==> config.mk <==
export PLATFORM = sky130hd
export DESIGN_NAME = pwm_pair_timer
export DESIGN_NICKNAME = d
export VERILOG_FILES = /design/src/rtl/pwm_pair_pkg.sv /design/src/rtl/pwm_trig_decode.sv /design/src/rtl/pwm_master_chan.sv /design/src/rtl/pwm_slave_chan.sv /design/src/rtl/pwm_pin_drive.sv /design/src/rtl/pwm_pair_timer.sv
export SDC_FILE = /design/constraint.sdc
export NUM_CORES = 1
export LEC_CHECK = 0
export ABC_CLOCK_PERIOD_IN_PS = 1900
export BUFFER_PORTS_ARGS = -buffer_cell sky130_fd_sc_hd__buf_4
export CAP_MARGIN = 40
export CORE_UTILIZATION = 45
export CTS_CLUSTER_SIZE = 12
export DETAILED_ROUTE_END_ITERATION = 6
export PLACE_DENSITY = 0.8
export SLEW_MARGIN = 0
export SYNTH_ARGS = -nofsm -noshare
export SYNTH_HDL_FRONTEND = slang
export SYNTH_SLANG_ARGS = --single-unit
==> constraint.sdc <==
create_clock -name clk -period 1.9 [get_ports clk]
set_input_delay 0.38 -clock clk [delete_from_list [all_inputs] [get_ports clk]]
set_output_delay 0.38 -clock clk [all_outputs]
set_load 0.03 [all_outputs]
==> src/rtl/pwm_pair_pkg.sv <==
package pwm_pair_pkg;

    // Resolved trigger command for one clock cycle
    typedef enum logic [1:0] {
        CMD_NONE  = 2'd0,
        CMD_START = 2'd1,
        CMD_STOP  = 2'd2
    } trig_cmd_e;

    // Stop takes priority over start when both arrive together
    function automatic trig_cmd_e resolve_trig(input logic start_p, input logic stop_p);
        if (stop_p) begin
            return CMD_STOP;
        end
        if (start_p) begin
            return CMD_START;
        end
        return CMD_NONE;
    endfunction

endpackage

==> src/rtl/pwm_trig_decode.sv <==
module pwm_trig_decode
    import pwm_pair_pkg::*;
(
    input  logic      start_i,
    input  logic      stop_i,
    output trig_cmd_e cmd_o
);

    always_comb begin
        cmd_o = resolve_trig(start_i, stop_i);
    end

endmodule

==> src/rtl/pwm_master_chan.sv <==
module pwm_master_chan
    import pwm_pair_pkg::*;
#(
    parameter int unsigned CNT_W = 16
) (
    input  logic             clk,
    input  logic             rst_n,
    input  logic             tick_i,
    input  trig_cmd_e        cmd_i,
    input  logic [CNT_W-1:0] period_i,
    output logic [CNT_W-1:0] cnt_o,
    output logic             run_o,
    output logic             evt_o,
    output logic             irq_o
);

    localparam logic [CNT_W-1:0] ONES = {CNT_W{1'b1}};
    localparam logic [CNT_W-1:0] ZERO = {CNT_W{1'b0}};

    typedef struct packed {
        logic [CNT_W-1:0] cnt;
        logic             run;
        logic             irq;
    } mst_state_t;

    mst_state_t st_d, st_q;
    logic       evt_d;

    always_comb begin
        st_d     = st_q;
        st_d.irq = 1'b0;
        evt_d    = (cmd_i == CMD_NONE) && st_q.run && tick_i && (st_q.cnt == ZERO);
        case (cmd_i)
            CMD_STOP: begin
                st_d.run = 1'b0;
            end
            CMD_START: begin
                st_d.run = 1'b1;
                st_d.cnt = period_i;
            end
            default: begin
                if (st_q.run && tick_i) begin
                    if (evt_d) begin
                        st_d.cnt = period_i;
                        st_d.irq = 1'b1;
                    end else begin
                        st_d.cnt = st_q.cnt - 1'b1;
                    end
                end
            end
        endcase
    end

    always_ff @(posedge clk) begin
        if (!rst_n) begin
            st_q <= '{cnt: ONES, run: 1'b0, irq: 1'b0};
        end else begin
            st_q <= st_d;
        end
    end

    assign cnt_o = st_q.cnt;
    assign run_o = st_q.run;
    assign evt_o = evt_d;
    assign irq_o = st_q.irq;

    p_start_r2: assert property (@(posedge clk) disable iff (!rst_n)
        (cmd_i == CMD_START) |=> (st_q.run && st_q.cnt == $past(period_i)));

    p_reload_r3: assert property (@(posedge clk) disable iff (!rst_n)
        evt_o |=> (irq_o && st_q.cnt == $past(period_i)));

    p_decrement_r3: assert property (@(posedge clk) disable iff (!rst_n)
        (cmd_i == CMD_NONE && st_q.run && tick_i && st_q.cnt != ZERO)
        |=> (st_q.cnt == $past(st_q.cnt) - 1'b1) && !irq_o);

    p_stop_r7: assert property (@(posedge clk) disable iff (!rst_n)
        (cmd_i == CMD_STOP) |=> (!st_q.run && $stable(st_q.cnt)));

    p_freeze_r11: assert property (@(posedge clk) disable iff (!rst_n)
        (cmd_i == CMD_NONE && !tick_i) |=> $stable(st_q.cnt));

endmodule

==> src/rtl/pwm_slave_chan.sv <==
module pwm_slave_chan
    import pwm_pair_pkg::*;
#(
    parameter int unsigned CNT_W = 16
) (
    input  logic             clk,
    input  logic             rst_n,
    input  logic             tick_i,
    input  logic             run_i,
    input  trig_cmd_e        cmd_i,
    input  logic             evt_i,
    input  logic [CNT_W-1:0] duty_i,
    output logic [CNT_W-1:0] cnt_o,
    output logic             act_o
);

    localparam logic [CNT_W-1:0] ONES = {CNT_W{1'b1}};
    localparam logic [CNT_W-1:0] ZERO = {CNT_W{1'b0}};

    typedef struct packed {
        logic [CNT_W-1:0] cnt;
        logic             pend;  // loaded, first tick not yet taken
        logic             act;   // timer level before polarity
    } slv_state_t;

    slv_state_t st_d, st_q;
    logic       step;

    always_comb begin
        st_d = st_q;
        step = (cmd_i == CMD_NONE) && run_i && tick_i;
        if (cmd_i == CMD_START) begin
            st_d.pend = 1'b0;
        end else if (step) begin
            if (st_q.pend) begin
                st_d.pend = 1'b0;
                if (st_q.cnt != ZERO) begin
                    st_d.act = 1'b1;
                    st_d.cnt = st_q.cnt - 1'b1;
                end else begin
                    st_d.cnt = ONES;
                end
            end else if (st_q.cnt == ZERO) begin
                st_d.act = 1'b0;
                st_d.cnt = ONES;
            end else if (st_q.cnt != ONES) begin
                st_d.cnt = st_q.cnt - 1'b1;
            end
            if (evt_i) begin
                st_d.cnt  = duty_i;
                st_d.pend = 1'b1;
            end
        end
    end

    always_ff @(posedge clk) begin
        if (!rst_n) begin
            st_q <= '{cnt: ONES, pend: 1'b0, act: 1'b0};
        end else begin
            st_q <= st_d;
        end
    end

    assign cnt_o = st_q.cnt;
    assign act_o = st_q.act;

    p_load_r4: assert property (@(posedge clk) disable iff (!rst_n)
        evt_i |=> (st_q.cnt == $past(duty_i) && st_q.pend));

    p_rise_r4: assert property (@(posedge clk) disable iff (!rst_n)
        (step && st_q.pend && st_q.cnt != ZERO) |=> act_o);

    p_fall_r5: assert property (@(posedge clk) disable iff (!rst_n)
        (step && !st_q.pend && st_q.cnt == ZERO) |=> !act_o);

    p_park_r5: assert property (@(posedge clk) disable iff (!rst_n)
        (st_q.cnt == ONES && !st_q.pend && !evt_i) |=> (st_q.cnt == ONES));

    p_hold_r7: assert property (@(posedge clk) disable iff (!rst_n)
        (!run_i) |=> $stable(act_o));

endmodule

==> src/rtl/pwm_pin_drive.sv <==
module pwm_pin_drive (
    input  logic act_i,
    input  logic oe_i,
    input  logic sw_level_i,
    input  logic invert_i,
    output logic pin_o
);

    always_comb begin
        if (oe_i) begin
            pin_o = act_i ^ invert_i;
        end else begin
            pin_o = sw_level_i;
        end
    end

endmodule

==> src/rtl/pwm_pair_timer.sv <==
module pwm_pair_timer
    import pwm_pair_pkg::*;
#(
    parameter int unsigned CNT_W = 16
) (
    input  logic             clk,
    input  logic             rst_n,
    input  logic             cnt_en,
    input  logic             start_trig,
    input  logic             stop_trig,
    input  logic [CNT_W-1:0] period_val,
    input  logic [CNT_W-1:0] duty_val,
    input  logic             out_en,
    input  logic             out_sw_level,
    input  logic             out_invert,
    output logic             run_flag,
    output logic [CNT_W-1:0] master_count,
    output logic [CNT_W-1:0] slave_count,
    output logic             master_irq,
    output logic             pwm_out
);

    trig_cmd_e cmd;
    logic      mst_evt;
    logic      slv_act;

    pwm_trig_decode u_trig (
        .start_i (start_trig),
        .stop_i  (stop_trig),
        .cmd_o   (cmd)
    );

    pwm_master_chan #(.CNT_W(CNT_W)) u_master (
        .clk      (clk),
        .rst_n    (rst_n),
        .tick_i   (cnt_en),
        .cmd_i    (cmd),
        .period_i (period_val),
        .cnt_o    (master_count),
        .run_o    (run_flag),
        .evt_o    (mst_evt),
        .irq_o    (master_irq)
    );

    pwm_slave_chan #(.CNT_W(CNT_W)) u_slave (
        .clk    (clk),
        .rst_n  (rst_n),
        .tick_i (cnt_en),
        .run_i  (run_flag),
        .cmd_i  (cmd),
        .evt_i  (mst_evt),
        .duty_i (duty_val),
        .cnt_o  (slave_count),
        .act_o  (slv_act)
    );

    pwm_pin_drive u_pin (
        .act_i      (slv_act),
        .oe_i       (out_en),
        .sw_level_i (out_sw_level),
        .invert_i   (out_invert),
        .pin_o      (pwm_out)
    );

    p_irq_needs_run_r3: assert property (@(posedge clk) disable iff (!rst_n)
        master_irq |-> $past(run_flag));

endmodule

# Word level (Yosys, flattened, before mapping)
# Cells that the tools add are included.
# classes
n_bitwise	5
shifts	0
n_div	0
n_eq_ne	4
n_reduce_logical	17
n_lt_le_gt_ge	0
mux	21
n_addsub	2
mul	0
# ops
operator	n
2-to-1 mux 16 bit	6
zero test 16 bit	2
case mux 16 bit (2 select lines)	1
subtractor 16 x 1 -> 16 bit (second input constant)	2
2-to-1 mux 17 bit	1
!= test 16 bit (second input constant)	1
nonzero test 16 bit	1
2-to-1 mux 1 bit	8
2-to-1 mux 2 bit	4
nonzero test 2 bit	3
logical AND 1 bit	4
inverter 1 bit	4
AND reduction 4 bit	1
nonzero test 4 bit	1
OR reduction 4 bit	1
AND reduction 3 bit	1
== test 2 x 1 -> 1 bit (second input constant)	1
== test 2 bit (second input constant)	1
zero test 2 bit	1
!= test 2 bit (second input constant)	1
case mux 1 bit (2 select lines)	1
AND reduction 2 bit	1
OR reduction 2 bit	1
XOR 1 bit	1
# word_totals
mem_bits_rw	0
latch_bits	0
n_memories	0
rom_bits	0
out_inout_bits	35
in_bits	40
regBits	36

# Longest topological paths before layout
# Gate-level depths: netlist of run 1.
# logic_depth
word_depth	11
mapped_depth	9
mapped_depth_nobuf	8

# By module
# From an unflattened synthesis of run 1, not the netlist that was laid out.
# unflattened
hier_cells	352
area_unflattened_um2	2708.8
# by_module_without_submodules
mod	seq_area_each_um2	cells_each	n_inst	area_each_um2
pwm_slave_chan	360.3	186	1	1437.6
pwm_master_chan	360.3	161	1	1232.4
pwm_trig_decode	0.0	2	1	21.3
pwm_pin_drive	0.0	3	1	17.5

# Worst setup path before layout of run 1
# OpenSTA, ideal clock, no wires.
# synth_timing
path_type	register to register
from	register u_master.st_q (netlist bit u_master.run_o)
to	register u_master.st_q (netlist bit u_master.cnt_o[3])
path_stages_with_launch	9
required_time_ns	1.769
setup_slack_ns	-0.160
t_arrival_ns	1.929
cell_sequence	dfxtp_1 > and4bb_2 > buf_4 > nand4_1 > o21a_1 > buf_2 > mux2_1 > o22ai_1 > nand2_1
# synth_between
elab_chain_cells	6
word_cells_on_any_way	9
cone_classes	mux: 3; reduce/logical: 6
# synth_lines
item	line	text
from (decl)	pwm_master_chan.sv:26	mst_state_t st_d, st_q;
from (signal assigned)	pwm_master_chan.sv:56	st_q <= '{cnt: ONES, run: 1'b0, irq: 1'b0};
from (signal assigned)	pwm_master_chan.sv:58	st_q <= st_d;
logical AND 1 bit (3 in a row)	pwm_master_chan.sv:32	evt_d = (cmd_i == CMD_NONE) && st_q.run && tick_i && (st_q.cnt == ZERO);
2-to-1 mux 16 bit	pwm_master_chan.sv:43	if (evt_d) begin
2-to-1 mux 16 bit	pwm_master_chan.sv:42	if (st_q.run && tick_i) begin
case mux 16 bit (2 select lines)	pwm_master_chan.sv:33	case (cmd_i)
# Parallel ways exist; a longest one is shown, timed or not. The select of a mux whose other input is x is not followed.
# A chain may end at the register's enable or synchronous reset.

# Worst setup path in the final report of run 1
# layout_timing
from	register u_slave.st_q (netlist bit u_slave.cnt_o[1])
to	register u_slave.st_q (netlist bit u_slave.cnt_o[15])
# layout_between
elab_chain_cells	5
word_cells_on_any_way	11
cone_classes	add/sub: 1; eq/ne: 1; mux: 5; reduce/logical: 4
# layout_lines
item	line	text
from (decl)	pwm_slave_chan.sv:26	slv_state_t st_d, st_q;
from (signal assigned)	pwm_slave_chan.sv:58	st_q <= '{cnt: ONES, pend: 1'b0, act: 1'b0};
from (signal assigned)	pwm_slave_chan.sv:60	st_q <= st_d;
subtractor 16 x 1 -> 16 bit	pwm_slave_chan.sv:39, pwm_slave_chan.sv:47	
2-to-1 mux 16 bit	pwm_slave_chan.sv:46	end else if (st_q.cnt != ONES) begin
2-to-1 mux 16 bit	pwm_slave_chan.sv:43	end else if (st_q.cnt == ZERO) begin
2-to-1 mux 16 bit	pwm_slave_chan.sv:35	if (st_q.pend) begin
2-to-1 mux 17 bit	pwm_slave_chan.sv:49	if (evt_i) begin
# Parallel ways exist; a longest one is shown, timed or not. The select of a mux whose other input is x is not followed.

==> summary.md, run 1 <==
| Metric | Value |
|---|---|
| Highest metal used | met4 |
| Startpoint types | flop |
| Synthesized area | 2510 um2 |
| DR WL met3 | 656 um |
| Layout area overhead | 49.7% |
| Mapped Nets | 374 |
| Final wirelength | 8.23 mm |
| Endpoints failing setup | 0 |
| Post-synth EDFFs | 0 |
| Area of the multi-input gates | 1690 um2 |
| Initial DRC count | 244 |
| Skew final | 7.36 ps |
| Worst rel slew slack | 70.8% |
| Most common cell after layout, fill and taps aside | buf_4 |
| Routability cong. | 0.887 |
| Crit path required time | 2110 ps |
| Hold Startpoint | duty_val[7] |
| Cells after synthesis | 329 |
| Final Slew Violations | 0 |
| First-pass GRT wire length | 12.9 mm |
| Die Area | 5890 um2 |
| Root buffer cell | clkbuf_8 |
| Crit Path Max Fanout | 7 |
| Hold crit path type | input pin to flop |
| CTS tree | done |
| Commonest non-fill, non-tap cells in the layout | buf_4, nand2_1, dfxtp_1, nand3_1, nor2_1 |
| Antenna-violating nets left | 0 |
| Drc violations | 0 |
| CTS Buffer Depth | 2 |
| M1 WL | 3.31 mm |
| IO Port Bufs | 74 |
| Sequential-to-total area share from yosys stat | 28.7% |
| Met2 WL post-DR | 4.02 mm |
| Cell Pwr Density | 511 nW/um2 |
| RSZ-0062 raised after global routing | yes |
| Die Y | 76.7 um |
| Status | completed |
| Final HPWL DP | 5.68 mm |
| GRT Util Overall | 27.0% |
| Distinct cells, synth | 56 |
| Die Width | 76.7 um |
| Core ar. | 5240 um2 |
| Clk_lat worst skew | 300 ps |
| FMAX | 527 MHz |
| CP Launch Point | u_slave.cnt_o[1] |
| Max Cap Viol | 0 |
| Worst EP arrival | 2110 ps |
| R2R Path Start | u_slave.cnt_o[1] |
| Routed via count | 3047 |
| Clock sink total | 36 |
| Worst-path clk slew | 70 ps |
| Via density | 5.95 |
| Starting Density | 48.0% |
| Final-stage net count | 486 |
| # H-tree levels | 2 |
| Post-cts hold buffer count | 0 |
| Pre-antenna DRT Iters | 5 |
| # diodes | 0 |
| Fillers | 401 |
| Post-DR wirelength/cell | 16.1 um |
| Lkg Pwr | 1.62 nW |
| Setup TNS | 0 ps |
| # IOs | 75 |
| Synth Register Bits | 36 |
| Initial antenna violation count | 0 |
| VDD IR-drop max | 0.431 mV |
| Overflow after GRT | 0 |
| Final Hold Fails | 0 |
| Post-synth top area share | 28.7% |
| Tmin final | 1900 ps |
| Synth area leaders | dfxtp_1, buf_4, nand3_1 |
| Yosys Warn Count | 0 |
| Critical path endpoint category | flop |
| Share of layout cells above drive strength 1 | 45.0% |
| Predominant post-synthesis flop cell | dfxtp_1 |
| Final period utilization | 99.8% |
| Worst-margin pin slew | 438 ps |
| Largest net degree at the start of global routing | 41 |
| Register area | 734 um2 |
| Vias in the first global route | 2768 |
| Asr flop ratio synth | 0% |
| Mean Syn Cell Area | 7.64 um2 |
| Num CTS Buffers | 5 |
| Leading area contributor after synthesis | dfxtp_1 |
| Hold slack | 294 ps |
| FP Rows | 26 |
| Type of the worst setup path | flop to flop |
-- synth_stat cells (5+ instances only) --
cell,instances
nor2_1,27
a31oi_1,6
o211ai_1,15
nor4_1,6
o21ai_0,24
nand2_1,32
buf_2,9
a21oi_1,18
dfxtp_1,36
nand3_1,25
buf_4,17
clkbuf_1,10
nand4_1,7
nor3_1,14
nand2b_1,5
ha_1,5
-- layout make-up --
cell class | count | area share, %
well taps | 70 | 2.33
multi-input cells | 252 | 45.0
repair buffers | 142 | 29.4
clock buffers | 7 | 2.56
flip-flops and latches | 36 | 19.5
inverters | 4 | 0.399
clock inverters | 1 | 0.798
-- cell families after synthesis --
group                    count (synthesis)  share of synthesized area [%]
AO/OA/AOI/OAI                           91                           23.1
XOR/XNOR                                 5                           1.74
adder cells (fa/ha/maj)                  5                           2.49
buffers and inverters                   41                           9.41
flip-flops                              36                           28.7
multiplexers                             3                           1.44
AND/OR/NAND/NOR                        148                           33.2
-- per-stage QoR --
step	cells	area (um2)	utilization, %	total power, W	setup slack (ps)
floorplan	329	2540	-	0.000985	-27.6
global route	512	3760	71.8	0.00200	-73.4
CTS	502	3550	67.8	0.00189	23.5
global placement	494	3410	65.1	0.00114	-31.7
detailed placement	494	3410	65.1	0.00114	-145
finish	512	3760	71.8	0.00192	3.42
-- worst max-delay path, cell delays in order, from the launching register on --
cell	delay (ps)
dfxtp_2	350
ha_2	170
nand4_1	170
nor4_4	420
nand2b_4	280
nor2_2	60
and3_4	170
o31ai_2	190
-- path summary, 6_finish.rpt --
check	end	slack, ps	depth (start not counted)
min	u_slave.cnt_o[7]	290	3
max	u_slave.cnt_o[15]	3	7
min reg2reg	u_slave.st_q[1]	500	2
max reg2reg	u_slave.cnt_o[15]	3	7
-- sequential cells by signal, summed over array words and instances (netlist names) --
name	count
u_slave.st_q	1
u_master.run_o	1
u_slave.act_o	1
u_master.cnt_o	16
u_master.irq_o	1
u_slave.cnt_o	16
-- power breakdown --
part	internal, W	switching [W]	leakage, nW	total (W)
logic	0.000187	0.000182	1.26	0.000368
clock network	0.000463	0.000296	0.0645	0.000759
registers	0.000772	0.0000230	0.290	0.000796
total	0.00142	0.000501	1.62	0.00192
-- what timing repair did --
item / CTS / global route
resized for setup: 4 / 39
pin swaps: 1 / 20
buffers inserted: 0 / 10
endpoints found under the setup margin: 14 / 29
-- layer usage --
layer  GRT usage [%]  up-vias
met4            12.3        0
met3            7.38       30
met2            44.8      163
met5               0        -
li1                -     1427
met1            32.2     1427
Note: power is estimated with default switching activity, not from simulation.
==> run 2: changes to the inputs <==
--- a/config.mk
+++ b/config.mk
@@ -9,6 +9,7 @@
 export BUFFER_PORTS_ARGS = -buffer_cell sky130_fd_sc_hd__buf_4
 export CAP_MARGIN = 40
 export CORE_UTILIZATION = 45
+export CTS_BUF_LIST = sky130_fd_sc_hd__clkbuf_16
 export CTS_CLUSTER_SIZE = 12
 export DETAILED_ROUTE_END_ITERATION = 6
 export PLACE_DENSITY = 0.8
==> run 2 against run 1 <==
Routed wire length rose by 1.4%; critical endpoint is now u_slave.cnt_o[7]; first-iteration DRC count rose by 29%; critical path depth fell by 2; the flow now finishes with violations (setup timing); largest cell class unchanged.
==> summary.md, run 2 (synthesis gave the netlist of run 1 again) <==
| Metric | Value |
|---|---|
| Drc violations | 0 (unchanged) |
| Cell Pwr Density | 554 nW/um2 (+8.4%) |
| NetSw | 0.000530 W (+5.8%) |
| FP Rows | 26 (unchanged) |
| GRT Util Overall | 27.5% (+0.50 points) |
| Final Hold Fails | 0 (unchanged) |
| Crit path required time | 2120 ps (about the same) |
| Worst-path clk slew | 60 ps (about the same) |
| Largest net degree at the start of global routing | 41 (unchanged) |
| Post-route non-filler standard cell count | 508 (-0.78%) |
| Worst rel slew slack | 69.6% (-1.1 points) |
| Antenna-violating nets left | 0 (unchanged) |
| Max Cap Viol | 0 (unchanged) |
| Skew final | 3.91 ps (-3.44 ps) |
| Int Pwr | 0.00157 W (+10%) |
| Final Slew Violations | 0 (unchanged) |
| # IOs | 75 (unchanged) |
| Fillers | 396 (-1.2%) |
| Violated checks | setup timing |
| Tmin final | 1900 ps (+7.56 ps) |
| Share of layout cells above drive strength 1 | 43.8% (-1.2 points) |
| Overflow after GRT | 0 (unchanged) |
| Sequential power share | 38.0% (-3.4 points) |
| Final WS setup | -4.15 ps (-7.56 ps) |
| Endpoints failing setup | 2 (+2) |
| Final period utilization | 100% (+0.40 points) |
| Switching Fraction | 25.3% (-0.75 points) |
| Commonest non-fill, non-tap cells in the layout | buf_4, nand2_1, dfxtp_1, nand3_1, nor2_1 |
| First-pass GRT wire length | 13.0 mm (+0.91%) |
| Routed via count | 3011 (-1.2%) |
| Worst EP arrival | 2130 ps (+20 ps) |
| Register area | 736 um2 (+0.17%) |
| Post-cts hold buffer count | 0 (unchanged) |
| Clock share of power | 44.5% (+5.0 points) |
| Initial DRC count | 315 (+29%) |
| # diodes | 0 (unchanged) |
| Post-DR wirelength/cell | 16.4 um (+2.2%) |
| CTS tree | done |
| Placed insts | 494 (unchanged) |
| Area of the multi-input gates | 1710 um2 (+1.0%) |
| Most common cell after layout, fill and taps aside | buf_4 |
| Comb pwr share | 17.5% (-1.7 points) |
| Layout area overhead | 50.4% |
| Clk_lat worst skew | 290 ps (about the same) |
| Die Y | 76.7 um (unchanged) |
| Hold slack | 306 ps (+11.9 ps) |
| Starting Density | 48.0% (unchanged) |
| Crit Path Max Fanout | 7 (unchanged) |
| IO Port Bufs | 74 (unchanged) |
| CTS Buffer Depth | 2 (unchanged) |
| Hold crit path type | input pin to flop |
| Pre-antenna DRT Iters | 5 (unchanged) |
| Final HPWL DP | 5.68 mm (unchanged) |
| Critical path endpoint category | flop |
| RSZ-0062 raised after global routing | yes |
| Num CTS Buffers | 5 (unchanged) |
| Root buffer cell | clkbuf_16 |
| Die Area | 5890 um2 (unchanged) |
| Lkg Pwr | 1.65 nW (+1.8%) |
| Initial antenna violation count | 0 (unchanged) |
| VDD IR-drop max | 0.505 mV (+17%) |
| # H-tree levels | 2 (unchanged) |
| Vias in the first global route | 2750 (-0.65%) |
| Type of the worst setup path | flop to flop |
| Startpoint types | flop |
| Worst stage delay on the critical path | 560 ps (+140 ps) |
| Clock sink total | 36 (unchanged) |
| Core ar. | 5240 um2 (unchanged) |
| Final wirelength | 8.34 mm (+1.4%) |
| FMAX | 525 MHz (-0.40%) |
| Final-stage net count | 482 (-0.82%) |
| Die Width | 76.7 um (unchanged) |
| Cell chain of the critical path | nor4_2, nand4_2, a2111oi_1, o21ai_1, nand3_1 |
| Via density | 5.93 (-0.40%) |
| Worst-margin pin slew | 454 ps (+16.0 ps) |
| Status | finished, violations left |
| Routability cong. | 0.887 (unchanged) |
| Slowest stage cell, crit path | a2111oi_1 |
## run 2: cell types whose count changed in the layout (fill, tap and decap cells not counted), sizes merged
cell	previous run	this run
buf	142	138
clkbuf	7	5
clkinv	0	2
## run 2: worst max-delay path, delay by kind of cell (launching register included)
kind	cells	cell delay, ps
AOI/OAI and AO/OA	2	710
DFF	1	350
and+or+nand+nor	3	780
## run 2: worst paths after layout
| check | endpoint | cells past startpoint | from | slack (ps) |
|---|---|---|---|---|
| hold / removal | u_slave.cnt_o[14] | 3 | duty_val[14] | 310 |
| setup / recovery | u_slave.cnt_o[7] | 5 | u_slave.cnt_o[10] | -4 |
| setup reg to reg | u_slave.cnt_o[7] | 5 | u_slave.cnt_o[10] | -4 |
| hold reg to reg | u_slave.st_q[1] | 2 | u_slave.st_q[1] | 490 |
## run 2: power by group through the flow
stage                     sequential (W)  combinational (W)  clock [W]
after detailed placement        0.000810           0.000334          0
after global placement          0.000810           0.000328          0
after floorplan                 0.000838           0.000146          0
final                           0.000796           0.000366   0.000933
after global routing            0.000798           0.000391   0.000974
after CTS                       0.000795           0.000340   0.000933
## run 2: through the flow
stage	total power, W	setup slack [ps]	TNS (ps)	cell area [um2]	util, %
6_report	0.00210	-4.15	-6.30	3780	72.2
5_1_grt	0.00216	-166	-456	3780	72.2
4_1_cts	0.00207	14.4	0	3600	68.7
3_5_place_dp	0.00114	-145	-720	3410	65.1
3_3_place_gp	0.00114	-31.7	-93.6	3410	65.1
2_1_floorplan	0.000985	-27.6	-48.0	2540	-
## run 2: layer usage
| metal | track usage, % | wire length (um) |
|---|---|---|
| met1 | 32.8 | 3290 |
| met2 | 46.3 | 4050 |
| met3 | 6.55 | 666 |
| met4 | 12.5 | 332 |
| met5 | 0 | 0 |
## run 2: area by class of cell
type,count,area share (%)
multi-input combinational,252,45.3
timing repair buffer,138,28.2
sequential,36,19.5
clock buffer,5,3.31
tap,70,2.32
clock inverter,3,0.993
inverter,4,0.397
## run 2: repair_timing
action                     in CTS  in global routing
gates resized for setup         6                 39
setup endpoints to repair      13                 25
buffers inserted                0                  7
pin swaps                       1                 14
